## src/rtl/sclk_pkg.sv

```systemverilog
package sclk_pkg;

   // Access kind: bit 1 = synchronization, bit 0 = write.
   typedef enum logic [1:0] {
      ACC_DATA_RD = 2'b00,
      ACC_DATA_WR = 2'b01,
      ACC_SYNC_RD = 2'b10,
      ACC_SYNC_WR = 2'b11
   } acc_kind_e;

   // Candidate slots feeding the maximum selector.
   localparam int unsigned CAND_N    = 5;
   localparam int unsigned CI_HOLD   = 0;
   localparam int unsigned CI_ORDER  = 1;
   localparam int unsigned CI_SYNCRD = 2;
   localparam int unsigned CI_SYNCWR = 3;
   localparam int unsigned CI_MIGR   = 4;

endpackage

```

## src/rtl/sclk_win_clamp.sv

```systemverilog
module sclk_win_clamp #(
   parameter int unsigned WIN_W = 9,
   parameter int unsigned D_MAX = 256
) (
   input  logic [WIN_W-1:0] d_raw,
   output logic [WIN_W-1:0] d_eff
);
   localparam logic [WIN_W-1:0] D_ONE   = {{(WIN_W-1){1'b0}}, 1'b1};
   localparam logic [WIN_W-1:0] D_TOP   = WIN_W'(D_MAX);
   // The upper clamp is only built when the field can encode values above D_MAX.
   localparam bit               NEED_HI = ((2 ** WIN_W) - 1) > D_MAX;

   generate
      if (NEED_HI) begin : g_clamp_both
         always_comb begin
            if (d_raw == '0)        d_eff = D_ONE;
            else if (d_raw > D_TOP) d_eff = D_TOP;
            else                    d_eff = d_raw;
         end
      end else begin : g_clamp_low
         always_comb begin
            if (d_raw == '0) d_eff = D_ONE;
            else             d_eff = d_raw;
         end
      end
   endgenerate
endmodule

```

## src/rtl/sclk_race_eval.sv

```systemverilog
module sclk_race_eval
   import sclk_pkg::*;
#(
   parameter int unsigned CLK_W = 16,
   parameter int unsigned WIN_W = 9,
   parameter int unsigned EXT_W = CLK_W + 1
) (
   input  logic                           acc_valid,
   input  logic [1:0]                     acc_kind,
   input  logic                           ts_valid,
   input  logic [CLK_W-1:0]               ts_value,
   input  logic                           ts_from_mem,
   input  logic                           migrate,
   input  logic [WIN_W-1:0]               d_eff,
   input  logic [CLK_W-1:0]               clock_q,
   output logic                           order_race,
   output logic                           data_race,
   output logic [CAND_N-1:0][EXT_W-1:0]   cand
);
   logic             conflict;
   logic             not_after;
   logic             in_window;
   logic             is_sync_rd;
   logic             is_sync_wr;
   logic             is_data;
   logic [CLK_W-1:0] gap;
   logic [CLK_W-1:0] d_wide;
   logic [EXT_W-1:0] clk_x;
   logic [EXT_W-1:0] ts_x;
   logic [EXT_W-1:0] d_x;

   always_comb begin
      is_sync_rd = (acc_kind == ACC_SYNC_RD);
      is_sync_wr = (acc_kind == ACC_SYNC_WR);
      is_data    = (acc_kind == ACC_DATA_RD) || (acc_kind == ACC_DATA_WR);
      conflict   = acc_valid && ts_valid;

      // Ordering test: the thread is not yet past the conflicting access.
      not_after  = (clock_q <= ts_value);
      order_race = conflict && not_after;

      // Window test: one subtraction and one compare.
      gap        = clock_q - ts_value;
      d_wide     = {{(CLK_W-WIN_W){1'b0}}, d_eff};
      in_window  = not_after || (gap < d_wide);
      data_race  = conflict && is_data && !ts_from_mem && in_window;

      // Candidates are one bit wider so that sums cannot wrap before saturation.
      clk_x = {1'b0, clock_q};
      ts_x  = {1'b0, ts_value};
      d_x   = {{(EXT_W-WIN_W){1'b0}}, d_eff};

      cand[CI_HOLD]   = clk_x;
      cand[CI_ORDER]  = order_race                            ? (ts_x + EXT_W'(1))  : '0;
      cand[CI_SYNCRD] = (acc_valid && ts_valid && is_sync_rd) ? (ts_x + d_x)        : '0;
      cand[CI_SYNCWR] = (acc_valid && is_sync_wr)             ? (clk_x + EXT_W'(1)) : '0;
      cand[CI_MIGR]   = migrate                               ? (clk_x + d_x)       : '0;
   end
endmodule

```

## src/rtl/sclk_max_sel.sv

```systemverilog
module sclk_max_sel #(
   parameter int unsigned N = 5,
   parameter int unsigned W = 17
) (
   input  logic [N-1:0][W-1:0] vals,
   output logic [W-1:0]        max_o
);
   always_comb begin
      max_o = vals[0];
      for (int i = 1; i < N; i++) begin
         if (vals[i] > max_o) max_o = vals[i];
      end
   end
endmodule

```

## src/rtl/sclk_race_cmp.sv

```systemverilog
module sclk_race_cmp
   import sclk_pkg::*;
#(
   parameter int unsigned CLK_W = 16,
   parameter int unsigned WIN_W = 9,
   parameter int unsigned D_MAX = 256
) (
   input  logic             clk,
   input  logic             rst_n,
   input  logic             acc_valid_i,
   input  logic [1:0]       acc_kind_i,
   input  logic             ts_valid_i,
   input  logic [CLK_W-1:0] ts_value_i,
   input  logic             ts_from_mem_i,
   input  logic             migrate_i,
   input  logic [WIN_W-1:0] win_d_i,
   output logic             order_race_o,
   output logic             data_race_o,
   output logic [CLK_W-1:0] clock_o,
   output logic             chg_stb_o,
   output logic [CLK_W-1:0] chg_prev_o
);
   localparam int unsigned EXT_W = CLK_W + 1;

   initial begin : p_param_chk
      assert (CLK_W >= 4) else $fatal(1, "clock width too small");
      assert (WIN_W < CLK_W) else $fatal(1, "window field must be narrower than clock");
      assert (D_MAX >= 1 && D_MAX < (2 ** WIN_W)) else $fatal(1, "window limit out of field range");
   end

   logic [WIN_W-1:0]             d_eff;
   logic                         order_race;
   logic                         data_race;
   logic [CAND_N-1:0][EXT_W-1:0] cand;
   logic [EXT_W-1:0]             next_ext;
   logic [CLK_W-1:0]             next_clk;
   logic [CLK_W-1:0]             clock_q;

   sclk_win_clamp #(.WIN_W(WIN_W), .D_MAX(D_MAX)) u_clamp (
      .d_raw (win_d_i),
      .d_eff (d_eff)
   );

   sclk_race_eval #(.CLK_W(CLK_W), .WIN_W(WIN_W), .EXT_W(EXT_W)) u_eval (
      .acc_valid   (acc_valid_i),
      .acc_kind    (acc_kind_i),
      .ts_valid    (ts_valid_i),
      .ts_value    (ts_value_i),
      .ts_from_mem (ts_from_mem_i),
      .migrate     (migrate_i),
      .d_eff       (d_eff),
      .clock_q     (clock_q),
      .order_race  (order_race),
      .data_race   (data_race),
      .cand        (cand)
   );

   sclk_max_sel #(.N(CAND_N), .W(EXT_W)) u_max (
      .vals  (cand),
      .max_o (next_ext)
   );

   // Saturate at the top of the clock range instead of wrapping.
   assign next_clk = next_ext[CLK_W] ? {CLK_W{1'b1}} : next_ext[CLK_W-1:0];

   always_ff @(posedge clk or negedge rst_n) begin
      if (!rst_n) begin
         clock_q      <= '0;
         order_race_o <= 1'b0;
         data_race_o  <= 1'b0;
         chg_stb_o    <= 1'b0;
         chg_prev_o   <= '0;
      end else begin
         clock_q      <= next_clk;
         order_race_o <= order_race;
         data_race_o  <= data_race;
         chg_stb_o    <= (next_clk != clock_q);
         if (next_clk != clock_q) chg_prev_o <= clock_q;
      end
   end

   assign clock_o = clock_q;
endmodule

```

## config.mk

```make
export PLATFORM = sky130hd
export DESIGN_NAME = sclk_race_cmp
export DESIGN_NICKNAME = d
export VERILOG_FILES = /design/src/rtl/sclk_pkg.sv /design/src/rtl/sclk_win_clamp.sv /design/src/rtl/sclk_race_eval.sv /design/src/rtl/sclk_max_sel.sv /design/src/rtl/sclk_race_cmp.sv
export SDC_FILE = /design/constraint.sdc
export NUM_CORES = 1
export LEC_CHECK = 0
export CORE_AREA = 2 2 141 143
export CTS_BUF_LIST = sky130_fd_sc_hd__clkbuf_4 sky130_fd_sc_hd__clkbuf_8
export CTS_CLUSTER_DIAMETER = 200
export DETAILED_ROUTE_END_ITERATION = 7
export DIE_AREA = 0 0 143 145
export DONT_BUFFER_PORTS = 1
export PLACE_DENSITY = 0.6
export RECOVER_POWER = 50
export SKIP_LAST_GASP = 1
export SYNTH_ARGS = -nofsm -noshare
export SYNTH_HDL_FRONTEND = slang
export SYNTH_HIERARCHICAL = 1
export SYNTH_SLANG_ARGS = --single-unit
```

## constraint.sdc

```tcl
create_clock -name clk -period 14.27 [get_ports clk]
set_input_delay 2.854 -clock clk [delete_from_list [all_inputs] [get_ports clk]]
set_output_delay 2.854 -clock clk [all_outputs]
set_load 0.1 [all_outputs]
```

==> out/qor.yml, run 1 <==
cts-root-buf: "clkbuf_8"
wire_per_inst_um: 19.3
antenna_found_initial: 0
synth-main-ff-cell: "dfrtp_1"
outcome: "complete, but fails checks"
die_w_um: 143
cts_max_level: 2
ir_drop_uv: 62.8
period_needed_ns: 13.47
nNetsFinal: 1122
cts_setup_buffers: 0
period_share_pct: 94.4
cp_slowest_cell: "ha_1"
num_io_pins: 68
hold_ws_ns: 1.02
synth_top_area_share_pct: 18.4
gr-total-overflow: 0
netlist_area_um2: 7610
first_global_vias: 6866
setup_tns_ns: 0
grt_max_degree: 36
cts-buffers-inserted: 5
reg2regPathDepth: 46
synthArstFlopShare_pct: 100
grt.met1_usage_pct: 31.2
first_pass_iters: 5
crit_cells: 46
layout-drive-gt1-share_pct: 11.6
tightest_slew_ns: 2.40
postRouteAntennaNets: 0
place_congestion: 0.970
synth_edf_count: 0
cp.required_ns: 14.44
crit_fanout: 31
hold_path_class: "register to register"
crit_family: "compound AO/OA/AOI/OAI gates"
grt_usage_pct: 23.0
timing_worst_setup_path_type: "input pin to register"
coreArea_um2: 19200
multiInputGateArea_um2: 6080
ys_ff_latch: 35
critPathMaxStageDelay_ns: 0.44
slew_viol_final: 146
seqCellArea_um2: 878
use_met3_pct: 3.60
die-area_um2: 20700
fin_skew_ns: 0.00229
initial_core_util_pct: 39.6
nFillCells: 2017
insertion_delay_ns: 0.29
area_delta_synth_final_pct: 3.47
postSynthCellCount: 990
violations: "capacitance limit, slew limit"
drc: 0
synthTopCellsByArea: "ha_1, dfrtp_1, a21oi_1"
cts_sinks: 35
max_freq_mhz: 74.3
setup_viol: 0
crit_arrival_ns: 13.63
dr.first_iter.drc_count: 552
critPathLaunchType: "input pin"
port_buffers: 0
synthDistinctLibCells: 77
cp_num_buf_inv: 6
grt_pass1_wl_mm: 37.7
worstSetupEndpointType: "register"
rows: 51
path_clk_slew_ns: 0.08
synth.avg_cell_area_um2: 7.69
drv_cap: 11
chipHeight_um: 145
whs_path_depth: 2
maxSlewHeadroom_pct: -59.8
hold_viol_final: 0
wl_mm: 23.9
clk_path_buf_depth: 2
p_leak_nw: 3.55
cts_tree: "yes"
diodes: 0
grt_util_met2_pct: 36.4
synth_seq_area_share_pct: 11.5
grt.busiest_layer: "met2"
yosysTopAreaCell: "ha_1"
syn_nets: 1138
rsz0062_at_grt: "no"
yosys_warnings: 6
num_vias: 7079
dp_hpwl_mm: 19.2
p_per_area_nw_per_um2: 116
viasPerCell: 5.71
report_power, final:
group | total [mW] | leakage, nW | internal (mW) | switching [mW]
logic | 0.634 | 3.17 | 0.235 | 0.399
clock network | 0.0895 | 0.0502 | 0.0511 | 0.0384
registers | 0.186 | 0.332 | 0.114 | 0.0721
total | 0.910 | 3.55 | 0.400 | 0.510
tightest hold or removal path, stage by stage (launching register included):
cell     delay [ns]
dfrtp_1        0.36
buf_4          0.28
mux2_4         0.33
per-layer routing:
| metal | part of all wire [%] | up-vias |
|---|---|---|
| met5 | 0 | - |
| met4 | 4.4 | 0 |
| met3 | 5.0 | 52 |
| met2 | 45 | 215 |
| met1 | 46 | 3313 |
| li1 | - | 3499 |
sequential cells by signal, indices dropped and copies added (netlist names):
signal        cells
data_race_o       1
order_race_o      1
chg_prev_o       16
chg_stb_o         1
clock_o          16
per-stage QoR:
step                      utilization (%)  area [µm²]  total power [mW]  std cells  worst slack [ns]
after CTS                            41.2        7910             0.904       1239             0.645
after floorplan                         -        7610             0.685        990              1.32
after detailed placement             40.6        7800             0.812       1232             0.395
after global placement               40.6        7800             0.810       1232             0.574
after global routing                 41.0        7870             0.980       1239            0.0745
final                                41.0        7870             0.910       1239             0.805
placed cells by master, fill, tap and decap left out, types with 13 or more instances in the layout:
cell type and count:
a31o_1 15, or2_2 14, a21o_1 13, o21ai_0 49, nand3_1 36, ha_1 112
and2_1 18, buf_4 16, nand4_1 22, nand2_1 106, a21oi_1 90, or3_1 22
inv_1 85, nor2_1 63, dfrtp_1 33, xnor2_1 38, a21oi_2 15, xor2_1 21
o22a_1 15
path summary, 6_finish.rpt:
path                                       start                    endpoint  slack [ns]
min reg2reg                clock_o[10]$_DFF_PN0_  chg_prev_o[10]$_DFFE_PN0P_        1.02
min                        clock_o[10]$_DFF_PN0_  chg_prev_o[10]$_DFFE_PN0P_        1.02
min in group asynchronous                  rst_n       clock_o[13]$_DFF_PN0_        2.26
max reg2reg                 clock_o[9]$_DFF_PN0_   chg_prev_o[5]$_DFFE_PN0P_        1.25
max                                ts_value_i[7]   chg_prev_o[5]$_DFFE_PN0P_        0.80
max in group asynchronous                  rst_n   chg_prev_o[2]$_DFFE_PN0P_       11.93
final cells by class:
class | instances | area share [%]
Sequential cell | 35 | 11.2
Timing Repair Buffer | 27 | 2.05
Tap cell | 265 | 4.21
Multi-Input combinational cell | 820 | 77.2
Inverter | 85 | 4.05
Clock buffer | 5 | 0.874
Clock inverter | 2 | 0.477
what timing repair did:
item | 4_1_cts | 5_1_grt
hold buffers | 0 | 0
gates resized for setup | 0 | 2
hold endpoints to repair | 0 | 0
endpoints found under the setup margin | 0 | 16
cells in the mapped netlist, types with 5 or more instances:
master,count
a21o_1,14
o211ai_1,8
a21oi_2,15
inv_1,85
or2_1,5
nand3_1,36
ha_1,112
clkbuf_1,14
and2_1,18
or3_1,22
and2b_2,7
dfrtp_1,35
mux2i_1,6
and3_1,9
o31ai_1,8
mux2i_4,10
a31o_1,15
xor2_1,21
mux2_2,9
nor2_1,63
xnor2_1,38
mux2_4,9
buf_2,5
o22a_1,15
a211oi_1,6
a21oi_1,90
nand4_1,22
nand2_1,106
o22ai_1,7
nor3_1,7
or2_2,14
buf_6,11
o21bai_1,5
buf_4,18
o21ai_0,49
nand2b_1,5
logic make-up (layout without fill, tap and decap cells):
kind of cell             Yosys count  in the layout  share of synthesized area (%)
buffers and inverters            135            119                           9.01
AND/OR/NAND/NOR                  341            341                           23.0
other                              1              1                         0.0493
adder cells (fa/ha/maj)          115            115                           19.2
multiplexers                      34             34                           6.86
flip-flops                        35             35                           11.5
XOR/XNOR                          59             59                           6.79
AO/OA/AOI/OAI                    270            270                           23.5
Note: power is estimated with default switching activity, not from simulation.
==> run 2: changes to the inputs <==
==> constraint.sdc (replaced) <==
create_clock -name clk -period 13.8 [get_ports clk]
set_input_delay 2.76 -clock clk [delete_from_list [all_inputs] [get_ports clk]]
set_output_delay 2.76 -clock clk [all_outputs]
set_load 0.1 [all_outputs]
==> out/qor.yml, run 2 (same netlist as run 1, synthesis figures left out) <==
dp_hpwl_mm: 19.5
critPathMaxStageDelay_ns: 0.47
grt_pass1_wl_mm: 37.3
port_buffers: 0
gr-total-overflow: 0
grt_max_degree: 36
cts-buffers-inserted: 5
switchingPower_mw: 0.533
period_needed_ns: 13.22
area_delta_synth_final_pct: 5.00
antenna_found_initial: 1
postRouteAntennaNets: 0
cts-root-buf: "clkbuf_8"
ir_drop_uv: 60.8
first_global_vias: 6556
mostFrequentLayoutCell: "ha_1"
cp.required_ns: 13.97
setup_viol: 0
slew_viol_final: 72
multiInputGateArea_um2: 6110
p_comb_share_pct: 69.5
ctsHoldBuffers: 0
cts_max_level: 2
dr.first_iter.drc_count: 635
p_per_area_nw_per_um2: 119
clk_path_buf_depth: 2
outcome: "complete, but fails checks"
drc: 0
tightest_slew_ns: 2.20
coreArea_um2: 19200
grt_usage_pct: 23.0
finish.instance_area_um2: 7990
rows: 51
seqCellArea_um2: 878
period_share_pct: 95.8
die_w_um: 143
p_leak_nw: 3.59
wl_mm: 24.0
viasPerCell: 5.64
crit_top_cell: "ha_1"
place_congestion: 0.942
max_freq_mhz: 75.6
fin_skew_ns: 0.00472
maxSlewHeadroom_pct: -46.6
swShare_pct: 56.0
final_cell_mix: "ha_1, nand2_1, a21oi_1"
pwr-share-clk_pct: 10.2
path_clk_slew_ns: 0.08
initial_core_util_pct: 39.6
wire_per_inst_um: 19.3
layout-drive-gt1-share_pct: 13.2
p_total_mw: 0.953
chipHeight_um: 145
cts_sinks: 35
crit_fanout: 33
worstSetupEndpointType: "register"
num_vias: 7020
die-area_um2: 20700
hold_viol_final: 0
crit_arrival_ns: 13.40
p_int_mw: 0.420
timing_worst_setup_path_type: "input pin to register"
dpl-instance-area_um2: 7800
first_pass_iters: 5
nFillCells: 1987
nNetsFinal: 1126
cp_slowest_cell: "a211oi_1"
pwr-share-seq_pct: 20.3
diodes: 0
hold_path_class: "register to register"
violations: "capacitance limit, slew limit"
num_io_pins: 68
insertion_delay_ns: 0.29
drv_cap: 5
cts_tree: "yes"
critPathLaunchType: "input pin"
==> run 2: cell count changes in the layout (fill, tap and decap cells not counted), moves of 2 or more <==
cell	change
nor2_1	-3
buf_12	+2
buf_4	+8
clkbuf_1	-6
nor2_2	+3
==> run 2: power groups by stage <==
stage          Sequential [mW]  Combinational [mW]  Clock (mW)
3_3_place_gp             0.196               0.644           0
5_1_grt                  0.195               0.727       0.104
4_1_cts                  0.194               0.652      0.0988
6_report                 0.194               0.662      0.0969
2_1_floorplan            0.255               0.453           0
3_5_place_dp             0.196               0.648           0
==> run 2: cell type report <==
class | count | share of cell area [%]
clock buffer | 5 | 0.861
clock inverter | 3 | 0.595
timing repair buffer | 31 | 2.99
tap | 265 | 4.15
multi-input combinational | 820 | 76.4
inverter | 85 | 3.99
sequential | 35 | 11.0
==> run 2: final timing paths <==
check / from / end / slack [ns] / depth (start not counted)
max reg2reg: clock_o[0]$_DFF_PN0_ / chg_prev_o[0]$_DFFE_PN0P_ / 1.17 / 51
min: clock_o[14]$_DFF_PN0_ / chg_prev_o[14]$_DFFE_PN0P_ / 1.02 / 2
min reg2reg: clock_o[14]$_DFF_PN0_ / chg_prev_o[14]$_DFFE_PN0P_ / 1.02 / 2
min in group asynchronous: rst_n / clock_o[15]$_DFF_PN0_ / 2.15 / 0
max: ts_value_i[7] / chg_prev_o[0]$_DFFE_PN0P_ / 0.58 / 49
max in group asynchronous: rst_n / clock_o[9]$_DFF_PN0_ / 11.56 / 0
==> run 2: per-stage QoR <==
stage               instances  util, %  hold slack (ns)  setup TNS (ns)  setup WS [ns]
floorplan                 990        -             1.18               0          0.939
global placement         1231     40.6            0.991               0          0.258
detailed placement       1231     40.6            0.996        -0.00394       -0.00308
CTS                      1239     41.2             1.01               0          0.285
global route             1244     41.6             1.03        -0.00766       -0.00593
finish                   1244     41.6             1.02               0          0.578
==> run 2: timing repair <==
action                     4_1_cts  5_1_grt
gates resized for setup          0        8
setup endpoints to repair        0       17
setup buffers                    0        5
==> run 2: routing by layer <==
layer	routed length, µm	global-route usage (%)	vias to the layer above
met2	11100	36.9	216
met1	11100	32.2	3255
met4	680	6.44	0
li1	-	-	3518
met5	0	0	-
met3	1180	2.77	31
==> run 2: worst max-delay path: cells and delay by family <==
family          cells  cell delay (ns)
buf+inv             7             1.30
mux                 2             0.56
xor+xnor            1             0.19
simple gates       10             1.90
compound gates     24             5.04
fa+ha+maj           5             1.65
==> run 3: changes to the inputs <==
--- a/config.mk
+++ b/config.mk
@@ -5,13 +5,13 @@
 export SDC_FILE = /design/constraint.sdc
 export NUM_CORES = 1
 export LEC_CHECK = 0
-export CORE_AREA = 2 2 141 143
+export CORE_AREA = 2 2 178 180
 export CTS_BUF_LIST = sky130_fd_sc_hd__clkbuf_4 sky130_fd_sc_hd__clkbuf_8
 export CTS_CLUSTER_DIAMETER = 200
 export DETAILED_ROUTE_END_ITERATION = 7
-export DIE_AREA = 0 0 143 145
+export DIE_AREA = 0 0 180 182
 export DONT_BUFFER_PORTS = 1
-export PLACE_DENSITY = 0.6
+export PLACE_DENSITY = 0.46
 export RECOVER_POWER = 50
 export SKIP_LAST_GASP = 1
 export SYNTH_ARGS = -nofsm -noshare
==> out/qor.yml, run 3 (same netlist as run 1, synthesis figures left out) <==
preCtsSetupSlack_ns: 0.159
ctsHoldBuffers: 0
violations: "capacitance limit, slew limit"
grt_max_degree: 36
ir_drop_uv: 47.5
area_delta_synth_final_pct: 7.17
place_congestion: 0.931
tightest_slew_ns: 2.18
cts_tree: "yes"
crit_fanout: 22
critPathMaxStageDelay_ns: 0.46
rows: 65
cts-buffers-inserted: 5
crit_top_cell: "ha_1"
mostFrequentLayoutCell: "ha_1"
grt_usage_pct: 16.2
coreArea_um2: 31000
wire_per_inst_um: 19.7
port_buffers: 0
dr.first_iter.drc_count: 495
worstSetupEndpointType: "register"
drc: 0
first_global_vias: 6645
setup_viol: 0
num_io_pins: 68
slew_viol_final: 62
timing_worst_setup_path_type: "input pin to register"
cts_max_level: 2
antenna_found_initial: 0
top_layer: "met4"
clk_path_buf_depth: 2
wl_met2_mm: 12.9
fin_skew_ns: 0.00677
cts_sinks: 35
outcome: "complete, but fails checks"
maxSlewHeadroom_pct: -45.5
insertion_delay_ns: 0.30
cp_num_buf_inv: 5
layout-drive-gt1-share_pct: 14.0
final_cell_mix: "ha_1, nand2_1, a21oi_1"
cp.required_ns: 13.98
initial_core_util_pct: 24.6
setup_tns_ns: 0
wl_mm: 27.2
nNetsFinal: 1127
path_clk_slew_ns: 0.07
postRouteAntennaNets: 0
p_per_area_nw_per_um2: 117
chipHeight_um: 182
cp_slowest_cell: "a221oi_2"
dp_hpwl_mm: 22.2
critPathLaunchType: "input pin"
diodes: 0
gr-total-overflow: 0
hold_viol_final: 0
num_vias: 6994
period_share_pct: 95.3
fin_ws_ns: 0.643
max_freq_mhz: 76.0
die-area_um2: 32800
wl_met3_um: 994
die_w_um: 180
period_needed_ns: 13.16
grt_pass1_wl_mm: 41.1
viasPerCell: 5.06
met1_length_mm: 12.5
hold_path_class: "register to register"
crit_arrival_ns: 13.34
p_leak_nw: 3.61
drv_cap: 5
crit_family: "compound AO/OA/AOI/OAI gates"
rsz0062_at_grt: "no"
cts-root-buf: "clkbuf_8"
first_pass_iters: 5
==> run 3: worst reg2reg max path, delay by kind of cell, from the launching register on <==
| kind | cells | cell delay (ns) |
|---|---|---|
| xor+xnor | 1 | 0.19 |
| simple gates | 12 | 2.45 |
| buf+inv | 5 | 2.48 |
| flops | 1 | 0.32 |
| compound gates | 22 | 4.64 |
| mux | 2 | 0.76 |
| fa+ha+maj | 5 | 1.74 |
==> run 3: cell type report <==
cell class | instances | area (µm²)
Tap cell | 402 | 503
Sequential cell | 35 | 885
Timing Repair Buffer | 32 | 234
Clock inverter | 2 | 37.5
Multi-Input combinational cell | 820 | 6100
Inverter | 85 | 319
Clock buffer | 6 | 76.3
Fill cell | 3377 | 22800
==> run 3: worst paths after layout <==
kind | slack (ns) | depth (start not counted) | start | end
worst max-delay path | 0.64 | 47 | ts_value_i[7] | chg_prev_o[0]$_DFFE_PN0P_
worst min-delay path | 1.01 | 2 | clock_o[4]$_DFF_PN0_ | chg_prev_o[4]$_DFFE_PN0P_
worst max register to register | 1.07 | 47 | clock_o[7]$_DFF_PN0_ | chg_prev_o[0]$_DFFE_PN0P_
worst min register to register | 1.01 | 2 | clock_o[4]$_DFF_PN0_ | chg_prev_o[4]$_DFFE_PN0P_
max in group asynchronous | 11.54 | 0 | rst_n | clock_o[11]$_DFF_PN0_
min in group asynchronous | 2.15 | 0 | rst_n | clock_o[14]$_DFF_PN0_
==> run 3: metrics by stage <==
stage	cells	instance area, µm²	util (%)	power [mW]	hold WS (ns)
finish	1382	8160	26.3	0.958	1.01
global route	1382	8160	26.3	1.03	1.05
global placement	1368	7980	25.8	0.857	0.989
detailed placement	1368	7980	25.8	0.856	1.00
floorplan	990	7610	-	0.708	1.18
CTS	1376	8100	26.1	0.956	1.01
==> run 3: where the power goes <==
part | switching, mW | internal, mW | leakage (nW)
Sequential | 0.0847 | 0.118 | 0.330
Clock | 0.0398 | 0.0559 | 0.0548
Combinational | 0.415 | 0.245 | 3.22
Total | 0.539 | 0.419 | 3.61
==> run 3: layer usage <==
layer	global-route usage, %	vias up
met1	21.6	3333
li1	-	3506
met3	2.01	25
met4	3.93	0
met2	27.9	130
met5	0	-
==> run 3: timing repair <==
| action | CTS | global route |
|---|---|---|
| setup buffers | 0 | 6 |
| hold endpoints to repair | 0 | 0 |
| setup endpoints to repair | 0 | 17 |
| gates resized for setup | 0 | 9 |
